`src/rtl/sysctl_pkg.sv`:
```
package sysctl_pkg;
    localparam int REG_W = 32;
    localparam int NBANK = 2;

    localparam int B_TE   = 30;
    localparam int B_AFE  = 29;
    localparam int B_TRE  = 28;
    localparam int B_NMI  = 27;
    localparam int B_EE   = 25;
    localparam int B_RR   = 14;
    localparam int B_V    = 13;
    localparam int B_I    = 12;
    localparam int B_Z    = 11;
    localparam int B_SW   = 10;
    localparam int B_C    = 2;
    localparam int B_A    = 1;
    localparam int B_M    = 0;

    localparam logic [REG_W-1:0] ONES_MASK = 32'h00C5_0078;
    localparam logic [REG_W-1:0] LIVE_MASK =
        (32'd1 << B_TE) | (32'd1 << B_AFE) | (32'd1 << B_TRE) | (32'd1 << B_NMI) |
        (32'd1 << B_EE) | (32'd1 << B_RR)  | (32'd1 << B_V)   | (32'd1 << B_I)   |
        (32'd1 << B_Z)  | (32'd1 << B_SW)  | (32'd1 << B_C)   | (32'd1 << B_A)   |
        (32'd1 << B_M);
    localparam logic [REG_W-1:0] ZERO_MASK = ~(ONES_MASK | LIVE_MASK);

    typedef struct packed {
        logic te;
        logic afe;
        logic tre;
        logic ee;
        logic v;
        logic icache;
        logic bpred;
        logic swp;
        logic dcache;
        logic align;
        logic mmu;
    } bank_t;

    typedef struct packed {
        logic wr_ok;
        logic rd_ok;
        logic trap;
    } gate_t;

    function automatic bank_t word_to_bank(input logic [REG_W-1:0] w);
        bank_t b;
        b.te     = w[B_TE];
        b.afe    = w[B_AFE];
        b.tre    = w[B_TRE];
        b.ee     = w[B_EE];
        b.v      = w[B_V];
        b.icache = w[B_I];
        b.bpred  = w[B_Z];
        b.swp    = w[B_SW];
        b.dcache = w[B_C];
        b.align  = w[B_A];
        b.mmu    = w[B_M];
        return b;
    endfunction

    function automatic logic [REG_W-1:0] bank_to_word(input bank_t b);
        logic [REG_W-1:0] w;
        w        = '0;
        w[B_TE]  = b.te;
        w[B_AFE] = b.afe;
        w[B_TRE] = b.tre;
        w[B_EE]  = b.ee;
        w[B_V]   = b.v;
        w[B_I]   = b.icache;
        w[B_Z]   = b.bpred;
        w[B_SW]  = b.swp;
        w[B_C]   = b.dcache;
        w[B_A]   = b.align;
        w[B_M]   = b.mmu;
        return w;
    endfunction
endpackage

```
`src/rtl/sysctl_gate.sv`:
```
module sysctl_gate
    import sysctl_pkg::*;
(
    input  logic  acc_valid,
    input  logic  acc_write,
    input  logic  priv,
    input  logic  secure,
    input  logic  lock,
    output gate_t verdict
);
    logic locked_wr;

    always_comb begin
        locked_wr       = acc_write && secure && lock;
        verdict.trap    = acc_valid && (!priv || locked_wr);
        verdict.wr_ok   = acc_valid && acc_write && priv && !locked_wr;
        verdict.rd_ok   = acc_valid && !acc_write && priv;
    end
endmodule

```
`src/rtl/sysctl_view.sv`:
```
module sysctl_view
    import sysctl_pkg::*;
(
    input  bank_t             cur,
    input  logic              rr,
    input  logic              nmi,
    output logic [REG_W-1:0]  word
);
    logic [REG_W-1:0] single;

    always_comb begin
        single         = '0;
        single[B_RR]   = rr;
        single[B_NMI]  = nmi;
        word           = ONES_MASK | bank_to_word(cur) | single;
    end
endmodule

```
`src/rtl/sysctl_vecsel.sv`:
```
module sysctl_vecsel #(
    parameter int          AW     = 32,
    parameter logic [AW-1:0] BASE_LO = '0,
    parameter logic [AW-1:0] BASE_HI = {{(AW/2){1'b1}}, {(AW - AW/2){1'b0}}}
) (
    input  logic          hi,
    output logic [AW-1:0] base
);
    always_comb base = hi ? BASE_HI : BASE_LO;
endmodule

```
`src/rtl/sysctl_reg.sv`:
```
module sysctl_reg
    import sysctl_pkg::*;
#(
    parameter logic [31:0] VEC_LO = 32'h0000_0000,
    parameter logic [31:0] VEC_HI = 32'hFFFF_0000
) (
    input  logic        clk,
    input  logic        rst,
    input  logic        acc_valid,
    input  logic        acc_write,
    input  logic [31:0] acc_wdata,
    input  logic        priv,
    input  logic        secure,
    input  logic        lock,
    input  logic        strap_tstate,
    input  logic        strap_bigend,
    input  logic        strap_hivec,
    input  logic        strap_nmi,
    output logic [31:0] rd_data,
    output logic        undef,
    output logic        mmu_en,
    output logic        align_chk,
    output logic        dcache_en,
    output logic        icache_en,
    output logic        bpred_en,
    output logic        hi_vec,
    output logic        exc_bigend,
    output logic        remap_en,
    output logic        afe_en,
    output logic        exc_tstate,
    output logic        rr_policy,
    output logic [31:0] vec_base
);
    typedef struct packed {
        bank_t [NBANK-1:0] bank;
        logic              rr;
        logic              nmi;
        logic [REG_W-1:0]  rdata;
        logic              trap;
    } state_t;

    state_t s_d, s_q, s_rst;
    gate_t  verdict;
    bank_t  cur, wr_img;
    logic [REG_W-1:0] view;

    sysctl_gate u_gate (
        .acc_valid (acc_valid),
        .acc_write (acc_write),
        .priv      (priv),
        .secure    (secure),
        .lock      (lock),
        .verdict   (verdict)
    );

    assign cur    = s_q.bank[secure];
    assign wr_img = word_to_bank(acc_wdata);

    sysctl_view u_view (
        .cur  (cur),
        .rr   (s_q.rr),
        .nmi  (s_q.nmi),
        .word (view)
    );

    sysctl_vecsel #(
        .AW      (32),
        .BASE_LO (VEC_LO),
        .BASE_HI (VEC_HI)
    ) u_vec (
        .hi   (cur.v),
        .base (vec_base)
    );

    // Reset image: every copy starts from the same straps.
    always_comb begin
        s_rst = '0;
        for (int b = 0; b < NBANK; b++) begin
            s_rst.bank[b].te = strap_tstate;
            s_rst.bank[b].ee = strap_bigend;
            s_rst.bank[b].v  = strap_hivec;
        end
        s_rst.nmi = strap_nmi;
    end

    always_comb begin
        s_d       = s_q;
        s_d.trap  = verdict.trap;
        s_d.rdata = verdict.rd_ok ? view : '0;
        for (int b = 0; b < NBANK; b++) begin
            if (verdict.wr_ok && (secure == 1'(b)))
                s_d.bank[b] = wr_img;
        end
        if (verdict.wr_ok && secure)
            s_d.rr = acc_wdata[B_RR];
    end

    always_ff @(posedge clk) begin
        if (rst) s_q <= s_rst;
        else     s_q <= s_d;
    end

    assign rd_data    = s_q.rdata;
    assign undef      = s_q.trap;
    assign rr_policy  = s_q.rr;
    assign mmu_en     = cur.mmu;
    assign align_chk  = cur.align;
    assign dcache_en  = cur.dcache;
    assign icache_en  = cur.icache;
    assign bpred_en   = cur.bpred;
    assign hi_vec     = cur.v;
    assign exc_bigend = cur.ee;
    assign remap_en   = cur.tre;
    assign afe_en     = cur.afe;
    assign exc_tstate = cur.te;
endmodule

```
`config.mk`:
```
export PLATFORM = sky130hd
export DESIGN_NAME = sysctl_reg
export DESIGN_NICKNAME = d
export VERILOG_FILES = /design/src/rtl/sysctl_pkg.sv /design/src/rtl/sysctl_gate.sv /design/src/rtl/sysctl_view.sv /design/src/rtl/sysctl_vecsel.sv /design/src/rtl/sysctl_reg.sv
export SDC_FILE = /design/constraint.sdc
export NUM_CORES = 1
export LEC_CHECK = 0
export ABC_AREA = 1
export CORE_MARGIN = 3
export CORE_UTILIZATION = 29
export DETAILED_ROUTE_END_ITERATION = 8
export PLACE_DENSITY = 0.62
export RECOVER_POWER = 50
export SLEW_MARGIN = 20
export SYNTH_ARGS = -nofsm -noshare
export SYNTH_HDL_FRONTEND = slang
export SYNTH_SLANG_ARGS = --single-unit
export TNS_END_PERCENT = 10
```
`constraint.sdc`:
```
create_clock -name clk -period 1 [get_ports clk]
set_input_delay 0.1 -clock clk [delete_from_list [all_inputs] [get_ports clk]]
set_output_delay 0.1 -clock clk [all_outputs]
set_load 0.1 [all_outputs]
```
==> flow_summary.ini <==
[grt]
antenna_found_initial = 0
grt_max_degree = 21
track_usage = 0.1064
grt_pass1_wl_mm = 7.120
grt_remaining_overflow = 0
grt_pass1_vias = 1507

[cells_and_area]
fin_util = 0.4806
layout.nets = 368
layout_common_cells = buf_12 (50), nor2_1 (45), dfxtp_1 (30)
syn_to_final_growth_pct = 58.86
final_layout_size_suffix_gt1_frac = 0.3528
final_common_cell = buf_12
num_antenna_cells = 0
fillers = 659

[critical_path]
worstPathRequired_ps = 900
critPathMaxFanout = 17
rrSetupSlack_ps = 60
cp-start-kind = flop
rr_endpoint = rd_data[13]
worstSetupPathType = flop to output port
crit_chain = or2_1, o21ai_2, clkinvlp_4, buf_12, buf_12
max_stage_delay_ps = 350
r2r_cells = 4
path_common_cell = buf_12
worstSetupEndpointType = output port
arrival_ps = 1470
slowest_stage = edfxtp_1
rr_startpoint = s_q[52]

[yosys]
yosys_warnings = 0
yosysTopAreaCell = dfxtp_1
synth_flop_cell = dfxtp_1
syn-cell-area_um2 = 2090
synth_top_area_frac = 0.3066
synth-seq-cells = 39
async_reset_ff_frac = 0
syn_avg_cell_area_um2 = 7.797
ys_types = 22
synth_edf_count = 7
synthCells = 268
ys_seq_area_frac = 0.4072
synth.top_cells.by_area = dfxtp_1 (31%), buf_4 (23%), edfxtp_1 (10%)

[clock_tree]
numCtsBuffers = 5
clk-insertion-delay-late_ps = 290
cts_root_buf = clkbuf_8
cts_max_level = 2
cts_tree = done
cts.path.max_buffers = 2
clk_pin_slew_ps = 80
cts_num_sinks = 39
hold_buffers = 0
cts_setup_buffers = 0

[timing]
drv_slew = 0
fmax_mhz = 638.0
finalCritPeriodShare = 1.567
worst_slack_ps = -567.3
fin_crit_ps = 1567
skew_ps = 6.125
setup_viol = 64
rsz0062_at_grt = yes
finalHoldViolCount = 0

[place]
dp_hpwl_mm = 3.435
portBuffers = 71
gp_congestion = 0.7594

[floorplanning]
die_area_um2 = 8260
boundaryPins = 119
start_util = 0.3025
die_x_um = 90.89
die_h_um = 90.89
core_area_um2 = 6907
row_count = 30

[outcome]
violations = setup timing
status = finished, violations left

[routing]
dr.pass1.iters = 4
drc = 0
initialDrtViolationCount = 52
detail-route-antenna-nets = 0
wl_mm = 4.426
vias = 1634
vias_per_cell = 3.872
wl_per_cell_um = 10.49

[pwr]
power.leakage_uw = 0.001486
power.density_nw_per_um2 = 1551
power_uw = 5149
vdd_drop_max_v = 0.0006442

[min_path]
min_from = acc_wdata[14]
min_path_cells = 5
min_to = rr_policy
hp-class = primary input to flop

[flow_run]
maxCapViolations = 0
-- how the worst max path moves through the flow --
stage | from | endpoint | slack [ps] | cells past startpoint
6_report | s_q[52] | vec_base[25] | -570 | 5
4_1_cts | s_q[52] | vec_base[19] | -580 | 5
3_5_place_dp | secure | vec_base[17] | -600 | 7
3_3_place_gp | secure | vec_base[31] | -570 | 7
2_1_floorplan | s_q[52] | vec_base[16] | -790 | 4
5_1_grt | s_q[52] | vec_base[17] | -670 | 5
-- flip-flops by register name, indices dropped and copies added, names as in the netlist --
name and count:
rd_data 14, undef 1, rr_policy 1, s_q 22, s_d 1
-- power breakdown --
| group | switching [uW] | internal [uW] |
|---|---|---|
| clock | 580 | 565 |
| combinational | 1650 | 674 |
| sequential | 25.7 | 1650 |
| total | 2260 | 2890 |
-- through the flow --
stage	worst slack [ps]	setup TNS (ps)	std cells	area, um^2	hold slack (ps)
3_3_place_gp	-567.6	-28180	414	3201	452.9
3_5_place_dp	-602.2	-29810	414	3201	464.3
4_1_cts	-584.8	-13860	422	3307	349.3
2_1_floorplan	-792.4	-14830	294	2207	191.2
5_1_grt	-668.5	-19940	422	3319	422.6
6_report	-567.3	-15550	422	3319	430.8
-- synthesized netlist by cell type, types with 2 or more instances --
| library cell | instances |
|---|---|
| o21ai_1 | 4 |
| inv_1 | 28 |
| edfxtp_1 | 7 |
| nor2_1 | 47 |
| buf_4 | 64 |
| buf_2 | 3 |
| dfxtp_1 | 32 |
| o21ai_0 | 6 |
| a21oi_1 | 2 |
| or2_1 | 10 |
| nand2_1 | 28 |
| clkbuf_8 | 3 |
| o22ai_1 | 6 |
| nand3_1 | 19 |
| nor2_2 | 2 |
-- layer usage --
metal	part of all wire	track usage	routed length [um]
met4	0.011	0.03015	49
met2	0.52	0.1884	2296
met5	0	0	0
met3	0.075	0.04000	333
met1	0.39	0.1189	1746
-- critical path: cells and delay by family (launching register included) --
family                 cells  cell delay, ps
buffers and inverters      3             500
AOI/OAI and AO/OA          1              90
DFF                        1             350
and+or+nand+nor            1             220
-- logic make-up (layout without fill, tap and decap cells) --
family	after synthesis	after routing	synth area share
other	1	27	0.001795
AOI/OAI and AO/OA	18	18	0.04671
DFF	39	39	0.4072
and+or+nand+nor	109	109	0.2275
buffers and inverters	101	133	0.3168
-- cell type report --
class	instances	area, um^2	area share
Multi-Input combinational cell	154	729.5	0.2198
Tap cell	96	120.1	0.03619
Clock buffer	6	82.58	0.02488
Sequential cell	39	853.3	0.2571
Timing Repair Buffer	96	1406	0.4237
Inverter	29	112.6	0.03392
Clock inverter	2	15.01	0.004523
-- repair_timing --
item / in CTS / in global routing
gates resized for setup: 8 / 25
endpoints found under the setup margin: 58 / 63
hold endpoints to repair: 0 / 0
pin swaps: 0 / 2
Power figures use the tool's default switching activity.
